<file path="config.mk">
export PLATFORM = sky130hd
export DESIGN_NAME = rx_pkt_txn_counter
export DESIGN_NICKNAME = d
export VERILOG_FILES = /design/src/rtl/txn_pkg.sv /design/src/rtl/txn_target_reg.sv /design/src/rtl/txn_live_counter.sv /design/src/rtl/txn_done_gate.sv /design/src/rtl/rx_pkt_txn_counter.sv
export SDC_FILE = /design/constraint.sdc
export NUM_CORES = 1
export LEC_CHECK = 0
export BUFFER_PORTS_ARGS = -buffer_cell sky130_fd_sc_hd__buf_2
export CAP_MARGIN = 40
export CORE_ASPECT_RATIO = 0.9
export CORE_MARGIN = 8
export CORE_UTILIZATION = 30
export CTS_BUF_LIST = sky130_fd_sc_hd__clkbuf_4 sky130_fd_sc_hd__clkbuf_8
export DETAILED_ROUTE_END_ITERATION = 7
export GPL_ROUTABILITY_DRIVEN = 0
export HOLD_SLACK_MARGIN = 0.06
export MAX_ROUTING_LAYER = met4
export SYNTH_ARGS = -nofsm -noshare
export SYNTH_HDL_FRONTEND = slang
export SYNTH_SLANG_ARGS = --single-unit
</file>
<file path="constraint.sdc">
create_clock -name clk -period 7.2 [get_ports clk]
set_input_delay 1.8 -clock clk [delete_from_list [all_inputs] [get_ports clk]]
set_output_delay 1.8 -clock clk [all_outputs]
set_load 0.05 [all_outputs]
</file>
<file path="src/rtl/txn_pkg.sv">
package txn_pkg;
  localparam int CNT_W = 16;
  localparam logic [1:0] BULK_CODE = 2'b01;

  function automatic logic [CNT_W-1:0] sat_inc(input logic [CNT_W-1:0] v);
    return (v == {CNT_W{1'b1}}) ? v : v + 1'b1;
  endfunction

  function automatic logic qual_ok(input logic is_out, input logic cont,
                                   input logic [1:0] typ, input logic fifo);
    return is_out && cont && (typ == BULK_CODE) && fifo;
  endfunction
endpackage

</file>
<file path="src/rtl/txn_target_reg.sv">
module txn_target_reg #(
  parameter int W = 16
) (
  input  logic         clk,
  input  logic         rst_n,
  input  logic         load,
  input  logic [W-1:0] din,
  output logic [W-1:0] target
);
  always_ff @(posedge clk or negedge rst_n) begin
    if (!rst_n)    target <= '0;
    else if (load) target <= din;
  end
endmodule

</file>
<file path="src/rtl/txn_live_counter.sv">
module txn_live_counter #(
  parameter int W = 16
) (
  input  logic         clk,
  input  logic         rst_n,
  input  logic         en,
  input  logic         clr,
  input  logic         strobe,
  input  logic [W-1:0] target,
  output logic [W-1:0] count,
  output logic         inc_fire
);
  localparam logic [W-1:0] MAXV = {W{1'b1}};
  logic frozen;

  assign frozen   = (target != '0) && (count == target);
  assign inc_fire = strobe && en && !clr && !frozen && (count != MAXV);

  always_ff @(posedge clk or negedge rst_n) begin
    if (!rst_n)        count <= '0;
    else if (clr)      count <= '0;
    else if (inc_fire) count <= count + 1'b1;
  end
endmodule

</file>
<file path="src/rtl/txn_done_gate.sv">
module txn_done_gate #(
  parameter int W = 16
) (
  input  logic         clk,
  input  logic         rst_n,
  input  logic         inc_fire,
  input  logic [W-1:0] count,
  input  logic [W-1:0] target,
  input  logic         qualified,
  output logic         done
);
  logic hit;
  assign hit = inc_fire && qualified && (target != '0) && (txn_pkg::sat_inc(count) == target);

  always_ff @(posedge clk or negedge rst_n) begin
    if (!rst_n) done <= 1'b0;
    else        done <= hit;
  end
endmodule

</file>
<file path="src/rtl/rx_pkt_txn_counter.sv">
module rx_pkt_txn_counter #(
  parameter int CNT_W = txn_pkg::CNT_W
) (
  input  logic             clk,
  input  logic             rst_n,
  input  logic             reg_wr,
  input  logic [CNT_W-1:0] reg_wdata,
  output logic [CNT_W-1:0] reg_rdata,
  input  logic             cnt_en,
  input  logic             cnt_clr,
  input  logic             pkt_rx,
  input  logic             ep_is_out,
  input  logic             rx_continuous,
  input  logic [1:0]       xfer_type,
  input  logic             fifo_port_path,
  output logic             done_pulse,
  output logic [CNT_W-1:0] live_count
);
  logic [CNT_W-1:0] target_q;
  logic             inc_fire;
  logic             qualified;

  assign qualified = txn_pkg::qual_ok(ep_is_out, rx_continuous, xfer_type, fifo_port_path);

  txn_target_reg #(.W(CNT_W)) u_target (
    .clk(clk), .rst_n(rst_n), .load(reg_wr), .din(reg_wdata), .target(target_q)
  );

  txn_live_counter #(.W(CNT_W)) u_count (
    .clk(clk), .rst_n(rst_n), .en(cnt_en), .clr(cnt_clr), .strobe(pkt_rx),
    .target(target_q), .count(live_count), .inc_fire(inc_fire)
  );

  txn_done_gate #(.W(CNT_W)) u_done (
    .clk(clk), .rst_n(rst_n), .inc_fire(inc_fire), .count(live_count),
    .target(target_q), .qualified(qualified), .done(done_pulse)
  );

  assign reg_rdata = cnt_en ? live_count : target_q;
endmodule

</file>
# After elaboration in Yosys (flattened, before gate mapping)
# Cells that the tools add are included.
# classes
add_sub_neg	1
mul	0
div	0
magnitude_cmp	0
n_eq_ne	5
shift	0
n_mux	4
bitwise_logic	0
n_reduce_logical	15
# ops
cell	n
16-bit two-way mux	4
16-bit == test	2
16-bit by 1-bit adder with 16-bit output (second input constant)	1
16-bit == test (second input constant)	1
16-bit != test (second input constant)	1
16-bit nonzero test	1
1-bit logical AND	11
2-bit by 1-bit == test with 1-bit output (second input constant)	1
1-bit logical NOT	2
2-bit nonzero test	1
# word_totals
register_bits	33
latch_bits	0
ram_bits	0
rom_bits	0
input_bits	27
out_inout_bits	33
elab_cells	28
n_memories	0

# Depth between registers and ports, before layout
# Gate-level depths: netlist of run 1.
# logic_depth
depth_word	8
depth_mapped	8
mapped_depth_nobuf	7

# Cells and area by module
# From an unflattened synthesis of run 1, not the netlist that was laid out.
# hier_totals
cells_unflattened	276
area_unflattened_um2	2747.6
# modules_own_cells
module	instances	cells_per_inst	area_per_inst_um2	seq_area_each_um2
txn_live_counter	1	122	1113.6	400.4
txn_done_gate	1	100	721.9	25.0
txn_target_reg	1	34	649.4	400.4
rx_pkt_txn_counter	1	20	262.8	0.0

# Worst setup path after synthesis of run 1
# OpenSTA, ideal clock, no wires.
# synth_timing
path_kind	input-to-output
start	in cnt_en
end	out reg_rdata[10]
arrival_ns	2.920
required_time_ns	5.400
path_slack_ns	2.480
cell_stages	3
path_buffers	2
path_cell_list	clkbuf_1 > clkbuf_1 > mux2_2
# synth_via
elab_chain_len	1
# synth_rtl
item	line_no	source
start, declared	rx_pkt_txn_counter.sv:9	input logic cnt_en,
16-bit two-way mux	rx_pkt_txn_counter.sv:39	assign reg_rdata = cnt_en ? live_count : target_q;
end, declared	rx_pkt_txn_counter.sv:8	output logic [CNT_W-1:0] reg_rdata,
# No other way between the ends.

# Worst setup path in the final report of run 1
# layout_timing
start	in cnt_en
end	out reg_rdata[14]
# The elaborated chain is that of the path after synthesis.

==> results.txt, run 1 <==
----------------------------------------------------
[Status]
  Result of the run ... finished clean

[Setup path]
  Critical Path End Type ... output pin
  Data required, critical path ... ~5400 ps
  Critical path launch point ... cnt_en
  Worst Path Class, Setup ... in2out
  Crit Path Max Fanout ... 17
  Arrival time of data at the critical path endpoint ... roughly 2700 ps
  CP startpoint kind ... input port
  Reg-to-reg critical path startpoint ... u_count.count[1]

[Timing]
  Transition time at the pin with the least slew margin ... around 740 ps
  Clock period minus worst slack ... ~4500 ps
  Final period util ... a little over three fifths
  Worst max-slew margin expressed relative to the limit ... between 50% and 60%
  Max-slew violations ... 0
  Post-Route Skew ... roughly 8.6 ps
  RSZ-0062 raised after global routing ... no
  Number of hold violations in the final report ... 0
  Final setup violating endpoints ... 0
  Setup TNS ... 0 ps
  Achievable frequency ... approximately 0.22 GHz

[Clock network]
  CTS tree ... done
  Buffers from clock root to sink, at most ... 2
  Insertion delay to the later sink of the worst-skew pair ... between 200 and 300 ps
  CTS clk-pin slew, worst paths ... roughly 70 ps
  CTS root buf ... sky130_fd_sc_hd__clkbuf_8
  Post-CTS repair timing setup buffer count ... 0
  Cts-stage hold buffer count ... 0
  Quantity of gates resized following cts ... 0
  Level count of the clock H-tree ... 2
  TritonCTS Buffers ... 5
  Clock sink count ... 33

[Synth]
  Flip-flop and latch count after synthesis ... 33
  XOR/XNOR Fraction of Synth Area ... a little under a tenth
  Summed instance area of the synthesized netlist ... 0.00249 sq mm
  Asr flop ratio synth ... between 90% and 100%
  Unique masters post-synth ... 52
  Synth Area in Simple Gates ... between 20% and 30%
  Synthesized instance count ... 261
  Area share of fa/ha/maj cells after synthesis ... less than 1%
  Sequential area share after synthesis ... around 33%
  Dominant register cell in the synthesized netlist ... sky130_fd_sc_hd__dfrtp_1
  Dominant combinational cell family by area after synthesis ... simple AND/OR/NAND/NOR gates
  Post-synthesis area per instance ... roughly 9.6 sq um
  Synth Area in Compound Gates ... between 10% and 20%
  Net count of the mapped netlist ... around 290
  Share of cell area taken by muxes after synthesis ... ~16%
  Count of flip-flops with a built-in enable after synthesis ... 0
  Syn. warnings ... 0

[Final layout]
  Fill cell count ... approximately 840
  Signed area change from the synthesized netlist to the final layout ... 15.6%
  Layout cells sized above 1 ... roughly 37%
  Multi-input logic area ... between 0.0015 and 0.002 sq mm
  Sequential standard cell area ... around 830 sq um
  Antenna diode count ... 0
  Count of nets after finishing ... between 300 and 400
  Final Non-Filler Cells ... roughly 400

[Global routing]
  Initial antenna violation count ... 0
  Maximum number of pins on one net before global-route repair ... 34
  Via count of the first global-routing pass ... roughly 2,300
  Global route overflow ... 0
  Overall fraction of global-route tracks in use ... 13.4%
  First-pass GRT wire length ... ~12 mm

[Pwr]
  Internal power consumption ... between 0.2 and 0.3 mW
  Combinational fraction of design power ... 22.6%
  Sequential Power Share ... between 40% and 50%
  Peak supply drop ... about 0.000096 V
  Sw Share ... 32.4%
  Net switching power of the design ... ~0.14 mW
  P per Cell Area ... 153 mW/mm^2
  Static Leak ... about 1.2 nW
  Clock network fraction of design power ... approximately 30%

[Floorplanning]
  Horizontal extent of the die ... ~110 microns
  CORE AREA ... 0.00807 sq mm
  Std cell rows ... 31
  Die outline area ... between 0.01 and 0.015 sq mm
  Overall die height ... about 100 microns
  Initial Utilization ... 30.9%
  Number of placed I/O pins ... 60

[Routing]
  Remaining DRCs ... 0
  Initial detailed-routing violation count ... about 260
  1st-pass router iterations ... 5
  Final wirelength ... ~7.3 mm
  Count of antenna-violating nets left after detailed routing ... 0
  Number of vias in the routed layout ... 2,258
  Detail-routed via count per cell ... ~5.6
  Drt wl/cell ... ~18 microns

[Placement]
  I/O Buffers ... 59
  Placed cell count ... 398
  Final HPWL DP ... 5.63 mm

[Hold path]
  Min-delay worst type ... reg2reg
  Worst hold start ... u_target.target[6]

[Run]
  Number of max-cap violations ... 0

----------------------------------------------------
## cells in the mapped netlist, drive strengths merged, types with 2 or more instances
cell type,instances,share of area [%]
xor2,12,4.2
dfrtp,33,33
o21a,4,1.2
nor3,11,2.2
o21ai,11,2.2
mux2i,2,0.80
mux2,33,15
nand3,11,2.7
nor4b,2,0.70
o211ai,4,1.2
clkbuf,9,1.4
and3,5,1.4
or3,6,1.6
nand4,9,3.7
o21ba,2,0.80
xnor2,15,5.3
nand2,12,1.8
a21oi,11,2.2
nor2,14,2.1
nor4,10,3.7
o31ai,4,1.2
o221ai,2,0.70
buf,13,3.1
or4,4,1.2
inv,5,0.75
## layout make-up
class / instances / area share (%)
timing repair buffer: 60 / 10.5
tap: 99 / 4.30
multi-input combinational: 201 / 53.4
clock inverter: 1 / 0.174
sequential: 33 / 28.6
clock buffer: 5 / 2.39
inverter: 5 / 0.651
## sequential cells by signal, summed over array words and instances, names as in the netlist
name,count
u_count.count,16
u_done.done,1
u_target.target,16
## routing by layer
layer  wire (microns)  vias to the layer above  GRT usage, %
li1                 -                     1064             -
met1             3580                     1075          18.2
met2             3150                      105          20.2
met3              428                       14          2.40
met4              111                        0          3.42
met5                0                        -             -
## cell families (layout without fill, tap and decap cells)
kind of cell | count (synthesis) | in the layout
multiplexers | 35 | 35
AO/OA/AOI/OAI | 48 | 48
XOR/XNOR | 27 | 27
buffers and inverters | 27 | 71
adder cells (fa/ha/maj) | 1 | 1
flip-flops | 33 | 33
AND/OR/NAND/NOR | 90 | 90
## path summary, 6_finish.rpt
| kind | to | slack, ps | cells after the start |
|---|---|---|---|
| max in group asynchronous | u_count.count[2] | 5160 | 1 |
| min | u_target.target[6] | 590 | 1 |
| max | reg_rdata[14] | 2660 | 3 |
| min reg2reg | u_target.target[6] | 590 | 1 |
| min in group asynchronous | u_count.count[7] | 1560 | 1 |
| max reg2reg | u_done.done | 4170 | 7 |
## critical path: stages
cell,delay [ps]
sky130_fd_sc_hd__buf_2,330
sky130_fd_sc_hd__mux2_2,390
sky130_fd_sc_hd__buf_2,220
## per-stage QoR
stage | utilization, % | total power [mW] | hold slack, ps | instance area [sq um] | worst slack (ps)
after global placement | 34.7 | 0.312 | 571 | 2800 | 2680
final | 35.7 | 0.440 | 594 | 2880 | 2660
after CTS | 35.7 | 0.444 | 590 | 2880 | 2650
after global routing | 35.7 | 0.461 | 616 | 2880 | 2620
after detailed placement | 34.8 | 0.313 | 575 | 2810 | 2660
after floorplan | - | 0.284 | 542 | 2490 | 2480
## cell usage in the layout, fill, tap and decap left out, drive strengths merged, types with 2 or more instances in the layout
cell / n
mux2i: 2
o21a: 4
nand3: 11
or3: 6
nor3: 11
a21oi: 11
clkbuf: 5
buf: 60
and3: 5
nor2: 14
o31ai: 4
inv: 5
o21ba: 2
o21ai: 11
o221ai: 2
xnor2: 15
nor4b: 2
nor4: 10
xor2: 12
nand4: 9
or4: 4
mux2: 33
o211ai: 4
nand2: 12
dfrtp: 33
## power by group through the flow
stage / sequential (mW) / combinational, mW / clock (mW)
after global routing: 0.213 / 0.107 / 0.142
after floorplan: 0.209 / 0.0748 / 0
after CTS: 0.210 / 0.100 / 0.134
after global placement: 0.214 / 0.0983 / 0
after detailed placement: 0.214 / 0.0995 / 0
final: 0.211 / 0.0995 / 0.130
No activity file was read; power rests on OpenSTA's default activity.
==> inputs of run 2 (changes only) <==
--- a/config.mk
+++ b/config.mk
@@ -5,6 +5,7 @@
 export SDC_FILE = /design/constraint.sdc
 export NUM_CORES = 1
 export LEC_CHECK = 0
+export ABC_AREA = 1
 export BUFFER_PORTS_ARGS = -buffer_cell sky130_fd_sc_hd__buf_2
 export CAP_MARGIN = 40
 export CORE_ASPECT_RATIO = 0.9
==> constraint.sdc (replaced) <==
create_clock -name clk -period 4.7 [get_ports clk]
set_input_delay 1.175 -clock clk [delete_from_list [all_inputs] [get_ports clk]]
set_output_delay 1.175 -clock clk [all_outputs]
set_load 0.05 [all_outputs]
==> run 2 against run 1 <==
Compared with the run above:
- worst hold slack worse by 3.7 ps
- clock skew is 5.7 ps lower
- non-clock buffer count is the same
- register-to-register slack lost 2000 ps
- sequential share of layout area shrank 0.63 points
- power is 54% higher
- via count increased by 21%
- sequential cell count is the same
- wire length grew 8.9%
- critical endpoint is now reg_rdata[9]
==> results.txt, run 2 <==
----------------------------------------------------
[Status]
  Result of the run ... finished clean

[Pwr]
  Sw Share ... between 30% and 40%
  Combinational fraction of design power ... 22.1%
  Internal power consumption ... roughly 0.45 mW
  Net switching power of the design ... 0.230 mW
  P per Cell Area ... between 200 and 250 mW/mm^2
  Static Leak ... between 1.5 and 2 nW
  Sequential Power Share ... 45.8%
  Peak supply drop ... roughly 0.00012 V
  Clock network fraction of design power ... about a third

[Hold path]
  Sink of the worst hold path ... u_target.target[0]
  Count of cells along the worst hold path ... 2
  Worst hold start ... u_target.target[0]
  Min-delay worst type ... reg2reg

[Synth]
  Most frequent cells after synthesis ... sky130_fd_sc_hd__nand2_1 (144), sky130_fd_sc_hd__inv_1 (45), sky130_fd_sc_hd__nor2_1 (44), sky130_fd_sc_hd__o21ai_0 (43), sky130_fd_sc_hd__dfrtp_1 (33)
  Dominant register cell in the synthesized netlist ... sky130_fd_sc_hd__dfrtp_1
  Flip-flop and latch count after synthesis ... 33
  Syn. warnings ... 0
  Unique masters post-synth ... 29
  Largest cells by area after synthesis ... sky130_fd_sc_hd__dfrtp_1 (33%), sky130_fd_sc_hd__nand2_1 (22%), sky130_fd_sc_hd__o21ai_0 (8.6%)
  Most instantiated library cell after synthesis ... sky130_fd_sc_hd__nand2_1
  Net count of the mapped netlist ... ~430
  Post-synthesis area per instance ... about 6.2 sq um
  Summed instance area of the synthesized netlist ... 0.00250 sq mm
  Asr flop ratio synth ... 100%
  Sequential area share after synthesis ... between 30 and 40%
  Area share of the largest cell type after synthesis ... 33.1%
  Library cell occupying the most area in the post-synthesis netlist ... sky130_fd_sc_hd__dfrtp_1
  Synthesized instance count ... approximately 400
  Count of flip-flops with a built-in enable after synthesis ... 0

[Timing]
  Final worst hold slack ... ~590 ps
  Transition time at the pin with the least slew margin ... ~760 ps
  RSZ-0062 raised after global routing ... no
  Post-Route Skew ... between 2 and 3 ps
  Achievable frequency ... between 0.3 and 0.4 GHz
  Setup TNS ... 0 ps
  Max-slew violations ... 0
  Number of hold violations in the final report ... 0
  Worst max-slew margin expressed relative to the limit ... 49.1%
  Clock period minus worst slack ... 3280 ps
  Final period util ... a little over two thirds
  Final setup violating endpoints ... 0

[Placement]
  I/O Buffers ... 59
  Dpl cell area ... about 0.0029 sq mm
  Final HPWL DP ... between 6 and 7 mm
  Placed cell count ... 549

[Setup path]
  Reg-to-reg critical path startpoint ... u_count.count[0]
  Destination of the worst register-to-register timing path ... u_count.count[6]
  CP startpoint kind ... input port
  Register-to-Register Setup Slack ... 2170 ps
  Arrival time of data at the critical path endpoint ... ~2100 ps
  R2R cell count ... 9
  Critical Path End Type ... output pin
  Worst Path Class, Setup ... in2out
  Crit Path Max Fanout ... 33
  Data required, critical path ... around 3500 ps

[Floorplanning]
  Initial Utilization ... 31.0%
  Horizontal extent of the die ... 112 microns
  Die outline area ... 0.0115 sq mm
  Number of placed I/O pins ... 60
  Std cell rows ... 31
  CORE AREA ... 0.00807 sq mm
  Overall die height ... between 100 and 150 microns

[Routing]
  Remaining DRCs ... 0
  Initial detailed-routing violation count ... around 180
  Number of vias in the routed layout ... roughly 2,700
  Detail-routed via count per cell ... between 4 and 5
  Drt wl/cell ... between 10 and 15 microns
  Count of antenna-violating nets left after detailed routing ... 0
  Final wirelength ... 7.93 mm
  1st-pass router iterations ... 4

[Final layout]
  Fill cell count ... ~900
  Antenna diode count ... 0
  Leading registers by flop count ... u_count.count x16, u_target.target x16, u_done.done x1
  Multi-input logic area ... between 0.001 and 0.0015 sq mm
  Signed area change from the synthesized netlist to the final layout ... 18.1%
  Layout cells sized above 1 ... between 10% and 20%
  Count of nets after finishing ... 485
  Top library cells by usage in the layout, fill and taps aside ... sky130_fd_sc_hd__nand2_1 (144), sky130_fd_sc_hd__buf_2 (59), sky130_fd_sc_hd__inv_1 (45)
  Most common cell after layout, fill and taps aside ... sky130_fd_sc_hd__nand2_1
  Final Non-Filler Cells ... between 500 and 600
  Sequential standard cell area ... about 830 sq um
  Post-layout instance area ... ~0.0029 sq mm

[Run]
  Number of max-cap violations ... 0

[Global routing]
  First-pass GRT wire length ... between 10 and 15 mm
  Via count of the first global-routing pass ... ~2,600
  Initial antenna violation count ... 0
  Overall fraction of global-route tracks in use ... between 10% and 20%
  Maximum number of pins on one net before global-route repair ... 34
  Global route overflow ... 0

[Clock network]
  CTS tree ... done
  Clock sink count ... 33
  Cts-stage hold buffer count ... 0
  Buffers from clock root to sink, at most ... 2
  Quantity of gates resized following cts ... 0
  Insertion delay to the later sink of the worst-skew pair ... approximately 290 ps
  Level count of the clock H-tree ... 2
  CTS clk-pin slew, worst paths ... 70 ps
  TritonCTS Buffers ... 5
  Post-CTS repair timing setup buffer count ... 0
  CTS root buf ... sky130_fd_sc_hd__clkbuf_8

----------------------------------------------------
==> run 2: changes by cell type after synthesis, sizes merged, moves of 5 or more <==
cell   change
nand2    +138
inv       +42
o21ai     +36
nor2      +34
mux2      -33
nand3     +17
nor3      -10
nor4      -10
xnor2      -9
buf        -8
xor2       -7
or3        -6
and3       -5
==> run 2: area by class of cell <==
type                    instances  share of cell area (%)
multi-input cells             310                    48.6
flip-flops and latches         33                    28.0
repair buffers                 60                    10.3
inverters                      47                    5.98
well taps                      99                    4.20
clock buffers                   6                    2.59
clock inverters                 2                   0.339
==> run 2: logic make-up (layout without fill, tap and decap cells) <==
| logic type | count (synthesis) | count (layout) | share of synthesized area (%) |
|---|---|---|---|
| simple gates | 241 | 241 | 41.4 |
| buf+inv | 58 | 115 | 9.52 |
| compound gates | 57 | 57 | 11.7 |
| flops | 33 | 33 | 33.1 |
| xor+xnor | 11 | 11 | 3.86 |
| fa+ha+maj | 1 | 1 | 0.501 |
==> run 2: through the flow <==
step / utilization [%] / setup slack [ps] / power (mW)
floorplan: - / 1060 / 0.417
global placement: 35.5 / 1450 / 0.465
detailed placement: 35.5 / 1410 / 0.468
CTS: 36.6 / 1410 / 0.687
global route: 36.6 / 1300 / 0.717
finish: 36.6 / 1420 / 0.678
==> run 2: critical path: stages <==
cell,delay [ps]
sky130_fd_sc_hd__buf_2,430
sky130_fd_sc_hd__nand2_1,90
sky130_fd_sc_hd__o21ai_0,100
sky130_fd_sc_hd__buf_2,300
==> run 2: power by group through the flow <==
stage / Sequential [mW] / Clock [mW] / Combinational (mW)
after detailed placement: 0.316 / 0 / 0.151
final: 0.311 / 0.217 / 0.150
after global routing: 0.313 / 0.237 / 0.167
after CTS: 0.311 / 0.224 / 0.152
after global placement: 0.316 / 0 / 0.149
after floorplan: 0.315 / 0 / 0.102
==> run 2: routing by layer <==
metal  part of all wire (%)  track usage, %  vias up  routed length [microns]
li1                       -               -     1383                        -
met1                     46            17.6     1260                     3620
met2                     47            24.1       79                     3750
met3                    5.7            2.46       11                      448
met4                    1.3            3.93        0                      105
met5                      0               -        -                        0
==> run 2: worst max path at each step <==
stage	start	end	cells after the start
after global routing	cnt_en	reg_rdata[1]	4
after detailed placement	cnt_en	reg_rdata[9]	4
final	cnt_en	reg_rdata[9]	4
after CTS	cnt_en	reg_rdata[9]	4
after floorplan	cnt_en	reg_rdata[11]	2
after global placement	cnt_en	reg_rdata[1]	4
